$ cat src/rtl/ioPkg.sv
package ioPkg;
  typedef struct packed {
    logic       isDev;
    logic [1:0] regSel;
    logic       kbdDataRd;
    logic       kbdStatWr;
    logic       dispStatWr;
    logic       dispDataWr;
  } ctlStrobes_t;

  localparam logic [1:0] SEL_KSTAT = 2'd0;
  localparam logic [1:0] SEL_KDATA = 2'd1;
  localparam logic [1:0] SEL_DSTAT = 2'd2;
  localparam logic [1:0] SEL_DDATA = 2'd3;
endpackage

$ cat src/rtl/ioCtrl.sv
module ioCtrl
  import ioPkg::*;
#(
  parameter logic [15:0] DEV_BASE = 16'hFE00
) (
  input  logic        clk,
  input  logic        rstN,
  input  logic        busEn,
  input  logic        busWe,
  input  logic [15:0] busAddr,
  output logic        memEn,
  output logic        memWe,
  output ctlStrobes_t ctl
);
  localparam logic [15:0] SEL_MASK = 16'h0006;

  logic devHit;
  assign devHit = (busAddr & ~SEL_MASK) == DEV_BASE;

  always_comb begin
    ctl            = '0;
    ctl.isDev      = devHit;
    ctl.regSel     = busAddr[2:1];
    ctl.kbdDataRd  = busEn && devHit && !busWe && (busAddr[2:1] == SEL_KDATA);
    ctl.kbdStatWr  = busEn && devHit && busWe  && (busAddr[2:1] == SEL_KSTAT);
    ctl.dispStatWr = busEn && devHit && busWe  && (busAddr[2:1] == SEL_DSTAT);
    ctl.dispDataWr = busEn && devHit && busWe  && (busAddr[2:1] == SEL_DDATA);
  end

  assign memEn = busEn && !devHit;
  assign memWe = memEn && busWe;


  mem_dev_excl_chk: assert property (@(posedge clk) disable iff (!rstN)
    memEn |-> !(ctl.kbdDataRd || ctl.kbdStatWr || ctl.dispStatWr || ctl.dispDataWr));


  mem_we_only_en_chk: assert property (@(posedge clk) disable iff (!rstN)
    memWe |-> memEn);
endmodule

$ cat src/rtl/ioDatapath.sv
module ioDatapath
  import ioPkg::*;
#(
  parameter int          DISP_BUSY = 4,
  parameter logic [2:0]  KBD_PRIO  = 3'd4,
  parameter logic [2:0]  DISP_PRIO = 3'd2
) (
  input  logic        clk,
  input  logic        rstN,
  input  ctlStrobes_t ctl,
  input  logic [15:0] busWrData,
  input  logic [15:0] memRdData,
  output logic [15:0] busRdData,
  input  logic        kbdStrobe,
  input  logic [7:0]  kbdChar,
  output logic        dispStrobe,
  output logic [7:0]  dispChar,
  input  logic [2:0]  runPriority,
  input  logic        fetchCheck,
  output logic        irqReq,
  output logic [2:0]  irqLevel,
  output logic        irqGrant
);
  localparam int CNT_W = $clog2(DISP_BUSY + 1);
  localparam logic [CNT_W-1:0] BUSY_LOAD = CNT_W'(DISP_BUSY);

  logic             kbdReady, kbdIe, dispIe;
  logic [7:0]       kbdCharReg;
  logic [CNT_W-1:0] busyCnt;
  logic             dispReady;
  logic             unusedWrBits;

  assign unusedWrBits = ^{busWrData[15], busWrData[13:8]};
  assign dispReady    = (busyCnt == '0);

  always_ff @(posedge clk) begin
    if (!rstN) begin
      kbdReady   <= 1'b0;
      kbdIe      <= 1'b0;
      dispIe     <= 1'b0;
      kbdCharReg <= '0;
      dispChar   <= '0;
      dispStrobe <= 1'b0;
      busyCnt    <= '0;
    end else begin
      if (kbdStrobe) begin
        kbdCharReg <= kbdChar;
        kbdReady   <= 1'b1;
      end else if (ctl.kbdDataRd) begin
        kbdReady   <= 1'b0;
      end
      if (ctl.kbdStatWr)  kbdIe  <= busWrData[14];
      if (ctl.dispStatWr) dispIe <= busWrData[14];
      dispStrobe <= ctl.dispDataWr;
      if (ctl.dispDataWr) begin
        dispChar <= busWrData[7:0];
        busyCnt  <= BUSY_LOAD;
      end else if (busyCnt != '0) begin
        busyCnt  <= busyCnt - 1'b1;
      end
    end
  end

  always_comb begin
    busRdData = memRdData;
    if (ctl.isDev) begin
      unique case (ctl.regSel)
        SEL_KSTAT: busRdData = {kbdReady, kbdIe, 14'b0};
        SEL_KDATA: busRdData = {8'b0, kbdCharReg};
        SEL_DSTAT: busRdData = {dispReady, dispIe, 14'b0};
        default:   busRdData = {8'b0, dispChar};
      endcase
    end
  end

  logic kbdPend, dispPend;
  assign kbdPend  = kbdReady && kbdIe;
  assign dispPend = dispReady && dispIe;

  always_comb begin
    if (kbdPend && (!dispPend || KBD_PRIO >= DISP_PRIO)) irqLevel = KBD_PRIO;
    else if (dispPend)                                    irqLevel = DISP_PRIO;
    else                                                  irqLevel = 3'd0;
  end

  assign irqReq   = (kbdPend || dispPend) && (irqLevel > runPriority);
  assign irqGrant = irqReq && fetchCheck;


  kbd_rise_src_chk: assert property (@(posedge clk) disable iff (!rstN)
    $rose(kbdReady) |-> $past(kbdStrobe));


  kbd_consume_chk: assert property (@(posedge clk) disable iff (!rstN)
    (ctl.kbdDataRd && !kbdStrobe) |=> !kbdReady);


  disp_busy_chk: assert property (@(posedge clk) disable iff (!rstN)
    dispStrobe |-> !dispReady);


  irq_pending_chk: assert property (@(posedge clk) disable iff (!rstN)
    irqReq |-> ((kbdReady && kbdIe) || (dispReady && dispIe)));


  grant_fetch_chk: assert property (@(posedge clk) disable iff (!rstN)
    irqGrant |-> (fetchCheck && irqReq));
endmodule

$ cat src/rtl/kbdDispIoCtl.sv
module kbdDispIoCtl
  import ioPkg::*;
#(
  parameter logic [15:0] DEV_BASE  = 16'hFE00,
  parameter int          DISP_BUSY = 4,
  parameter logic [2:0]  KBD_PRIO  = 3'd4,
  parameter logic [2:0]  DISP_PRIO = 3'd2
) (
  input  logic        clk,
  input  logic        rstN,
  input  logic        busEn,
  input  logic        busWe,
  input  logic [15:0] busAddr,
  input  logic [15:0] busWrData,
  output logic [15:0] busRdData,
  output logic        memEn,
  output logic        memWe,
  input  logic [15:0] memRdData,
  input  logic        kbdStrobe,
  input  logic [7:0]  kbdChar,
  output logic        dispStrobe,
  output logic [7:0]  dispChar,
  input  logic [2:0]  runPriority,
  input  logic        fetchCheck,
  output logic        irqReq,
  output logic [2:0]  irqLevel,
  output logic        irqGrant
);
  ctlStrobes_t ctl;

  ioCtrl #(.DEV_BASE(DEV_BASE)) uCtrl (
    .clk(clk), .rstN(rstN), .busEn(busEn), .busWe(busWe), .busAddr(busAddr),
    .memEn(memEn), .memWe(memWe), .ctl(ctl)
  );

  ioDatapath #(.DISP_BUSY(DISP_BUSY), .KBD_PRIO(KBD_PRIO), .DISP_PRIO(DISP_PRIO)) uDp (
    .clk(clk), .rstN(rstN), .ctl(ctl), .busWrData(busWrData), .memRdData(memRdData),
    .busRdData(busRdData), .kbdStrobe(kbdStrobe), .kbdChar(kbdChar),
    .dispStrobe(dispStrobe), .dispChar(dispChar), .runPriority(runPriority),
    .fetchCheck(fetchCheck), .irqReq(irqReq), .irqLevel(irqLevel), .irqGrant(irqGrant)
  );
endmodule

$ cat config.mk
export PLATFORM = sky130hd
export DESIGN_NAME = kbdDispIoCtl
export DESIGN_NICKNAME = d
export VERILOG_FILES = /design/src/rtl/ioPkg.sv /design/src/rtl/ioCtrl.sv /design/src/rtl/ioDatapath.sv /design/src/rtl/kbdDispIoCtl.sv
export SDC_FILE = /design/constraint.sdc
export NUM_CORES = 1
export LEC_CHECK = 0
export BUFFER_PORTS_ARGS = -buffer_cell sky130_fd_sc_hd__buf_2
export CAP_MARGIN = 20
export CORE_UTILIZATION = 40
export CTS_CLUSTER_DIAMETER = 120
export CTS_CLUSTER_SIZE = 24
export DETAILED_ROUTE_END_ITERATION = 10
export GPL_TIMING_DRIVEN = 0
export PLACE_DENSITY = 0.84
export SLEW_MARGIN = 40
export SYNTH_ARGS = -nofsm -noshare
export SYNTH_HDL_FRONTEND = slang
export SYNTH_HIERARCHICAL = 1
export SYNTH_SLANG_ARGS = --single-unit
$ cat constraint.sdc
create_clock -name clk -period 1.9 [get_ports clk]
set_clock_uncertainty 0.2 [all_clocks]
set_input_delay 0 -clock clk [delete_from_list [all_inputs] [get_ports clk]]
set_output_delay 0 -clock clk [all_outputs]
set_load 0.03 [all_outputs]
==> impl_metrics.toml <==
[setup_path]
worst-r2r-setup-slack_ns = 0.04
worst_setup_path_end_kind = "output port"
critPathKind = "reg -> out"
cp_data_arrival_time_ns = 2.06
peak_fanout_along_the_critical_path = 2
required_ns = 1.70
startpoint_type = "register"

[outcome]
run_status = "finished with violations"
failed_checks = "setup timing"

[synth]
synth.cells.most_frequent = "28 x sky130_fd_sc_hd__mux2i_1, 27 x sky130_fd_sc_hd__nor2b_1, 23 x sky130_fd_sc_hd__dfxtp_1"
sequential_fraction_of_the_synthesis_area_pct = 32.14
yosys.area_share.adder_pct = 4.367
netlist_top_cells_area = "sky130_fd_sc_hd__dfxtp_1 32%, sky130_fd_sc_hd__mux2i_1 20%, sky130_fd_sc_hd__nor2b_1 12%, sky130_fd_sc_hd__inv_1 4.5%, sky130_fd_sc_hd__ha_1 4.4%"
synth_async_sr_flop_share_pct = 0
synth_top_area_share_pct = 32.14
yosysMostFrequentCell = "sky130_fd_sc_hd__mux2i_1"
combinational_family_with_the_most_area_after_synthesis = "simple AND/OR/NAND/NOR gates"
synthesis.instances = 154
synthMuxAreaShare_pct = 20.61
synth-simple-area-share_pct = 24.89
syn_avg_cell_area_um2 = 9.303
synthXorXnorAreaFrac_pct = 0.6114
synth-edff-count = 0
synthFlopType = "sky130_fd_sc_hd__dfxtp_1"
synth_largest_area_cell = "sky130_fd_sc_hd__dfxtp_1"
synth_compound_area_share_pct = 6.812
yosysUniqueCellTypes = 28
synth_fp_nets = 224
yosysWarnings = 6
synthesized_flop_and_latch_total = 23
netlist_area_mm2 = 0.001433

[layout]
final_layout_size_suffix_gt1_share_pct = 43.62
final_util_pct = 70.87
synthToLayoutAreaGrowth_pct = 67.69
fill_count = 266
n_antenna_cell = 0
net_total_in_the_final_layout = 353

[routing]
drt-total-wl_um = 4240
drt-vias-per-instance = 4.634
detailroute.via_count = 1520
detail_route.iter0.violations = 29
route.detailed.drc = 0
ant_nets = 0
wire_per_inst_um = 12.93
drt_first_pass_iters = 4

[clock_network]
clk_root_buffer_cell = "sky130_fd_sc_hd__clkbuf_4"
worst_setup_hold_path_clk_slew_ns = 0.13
cts-buffers-inserted = 3
tritoncts = "done"
h_tree_level_count = 1
clock-sinks = 23
insertion_delay_ns = 0.31
max-clock-path-buffers = 2

[floorplanning]
fp-row-count = 21
die-width_um = 61.85
design.core.area_mm2 = 0.003390
overall_die_area_mm2 = 0.003825
ioPinCount = 97
chipHeight_um = 61.85
floorplan.initialDensity_pct = 42.27

[grt]
grt_util_all_layers_pct = 23.02
maximum_number_of_pins_on_one_net_before_global_route_repair = 15
grt.overflow.total = 0
grt_pass1_vias = 1446
initial_antenna_violation_count = 0
grt_first_pass_wirelength_um = 6389

[power_and_ir_drop]
internal_power_w = 0.0009082
power_leakage_nw = 1.175
p_comb_share_pct = 42.1
power.net_switching_w = 0.0004112
p_per_area_mw_per_mm2 = 549.3
vdd_ir_drop_max_mv = 0.5120
power_frac_clock_pct = 17.9
sequentialPowerShare_pct = 40.1
swShare_pct = 31.17

[timing]
holdWs_ns = 0.02875
grt_setup_unrepaired = "yes"
setup_violations_final = 2
period_share_pct = 118.9
worst_slack_ns = -0.3586
period_needed_ns = 2.259
achievable-frequency_mhz = 442.8
final_hold_viol_count = 0
slew_viols_final = 0

[run]
maxCapViolCount = 0

[placed_design]
number_of_port_buffers = 87
gp_congestion = 0.7273
place.detailed.hpwl_um = 2861

[hold_path]
hold_class = "in -> reg"
==> through the flow <==
stage | instance area, um^2 | setup slack (ns) | instances | power (W) | setup TNS [ns]
after detailed placement | 1988 | -0.1489 | 287 | 0.0009328 | -0.2434
after floorplan | 1495 | -0.2226 | 154 | 0.0008119 | -0.3543
final | 2402 | -0.3586 | 328 | 0.001319 | -0.6420
after global placement | 1988 | -0.1110 | 287 | 0.0009158 | -0.1769
after global routing | 2402 | -0.4680 | 328 | 0.001405 | -0.9866
after CTS | 2364 | -0.3604 | 325 | 0.001247 | -0.5906
==> sequential cells by signal, indices dropped and copies added, names as in the netlist <==
register        count
uDp/busyCnt         3
uDp/dispChar        8
uDp/dispIe          1
uDp/dispStrobe      1
uDp/kbdCharReg      8
uDp/kbdIe           1
uDp/kbdReady        1
==> worst paths after layout <==
path                          to      startpoint  cells past startpoint
setup reg to reg  uDp/busyCnt[2]  uDp/busyCnt[0]                      8
setup / recovery        irqGrant  uDp/busyCnt[0]                      9
hold / removal        uDp/dispIe      busAddr[3]                      6
hold reg to reg   uDp/busyCnt[1]  uDp/busyCnt[1]                      2
==> cells in the final DEF (no fill, tap or decap), types with 3 or more instances in the layout <==
| master | Yosys | routed |
|---|---|---|
| sky130_fd_sc_hd__buf_2 | 1 | 85 |
| sky130_fd_sc_hd__dlygate4sd3_1 | 0 | 32 |
| sky130_fd_sc_hd__mux2i_1 | 28 | 28 |
| sky130_fd_sc_hd__nor2b_1 | 27 | 27 |
| sky130_fd_sc_hd__dfxtp_1 | 23 | 21 |
| sky130_fd_sc_hd__inv_1 | 17 | 15 |
| sky130_fd_sc_hd__buf_4 | 8 | 14 |
| sky130_fd_sc_hd__o22ai_1 | 10 | 10 |
| sky130_fd_sc_hd__nand2_1 | 5 | 4 |
| sky130_fd_sc_hd__clkbuf_4 | 0 | 3 |
| sky130_fd_sc_hd__buf_6 | 1 | 3 |
| sky130_fd_sc_hd__and2_1 | 3 | 3 |
| sky130_fd_sc_hd__ha_1 | 5 | 3 |
==> layer usage <==
| layer | share of wire [%] | track usage [%] | wire length (um) |
|---|---|---|---|
| met2 | 55 | 44.55 | 2318 |
| met5 | 0 | 0 | 0 |
| met1 | 41 | 25.89 | 1733 |
| met3 | 4.4 | 5.590 | 188 |
| met4 | 0 | 3.175 | 0 |
==> worst max-delay path, cell delays in order (launching register included) <==
cell and delay, ns:
sky130_fd_sc_hd__dfxtp_2 0.36, sky130_fd_sc_hd__inv_2 0.04, sky130_fd_sc_hd__ha_4 0.16, sky130_fd_sc_hd__ha_4 0.17, sky130_fd_sc_hd__nand2_4 0.06, sky130_fd_sc_hd__nor2_4 0.04, sky130_fd_sc_hd__ha_1 0.27, sky130_fd_sc_hd__and3b_2 0.24
sky130_fd_sc_hd__nor4b_4 0.23, sky130_fd_sc_hd__buf_6 0.17
==> timing repair <==
| item | 4_1_cts | 5_1_grt |
|---|---|---|
| endpoints found under the setup margin | 2 | 4 |
| gates resized for setup | 5 | 5 |
| setup buffers | 3 | 3 |
| hold endpoints to repair | 22 | 0 |
| pin swaps | 2 | 2 |
| hold buffers | 32 | 0 |
| gates cloned | 0 | 0 |
==> area by class of cell <==
class	instances	area [um^2]	area share, %
Timing Repair Buffer	125	819.5	34.11
Multi-Input combinational cell	102	895.9	37.29
Inverter	17	63.81	2.656
Tap cell	46	57.56	2.396
Buffer	11	72.57	3.021
Sequential cell	23	462.9	19.27
Clock buffer	3	22.52	0.9375
Clock inverter	1	7.507	0.3125
==> cells by family after synthesis <==
family | Yosys count
AND/OR/NAND/NOR | 51
multiplexers | 29
buffers and inverters | 29
flip-flops | 23
AO/OA/AOI/OAI | 15
adder cells (fa/ha/maj) | 5
other | 1
XOR/XNOR | 1
==> power by group through the flow <==
| stage | logic (W) | registers [W] | clock network, W |
|---|---|---|---|
| after floorplan | 0.000276 | 0.000536 | 0 |
| after global placement | 0.000378 | 0.000538 | 0 |
| after detailed placement | 0.000394 | 0.000538 | 0 |
| after CTS | 0.000480 | 0.000528 | 0.000240 |
| after global routing | 0.000603 | 0.000531 | 0.000270 |
| final | 0.000555 | 0.000529 | 0.000236 |
Power figures use the tool's default switching activity.
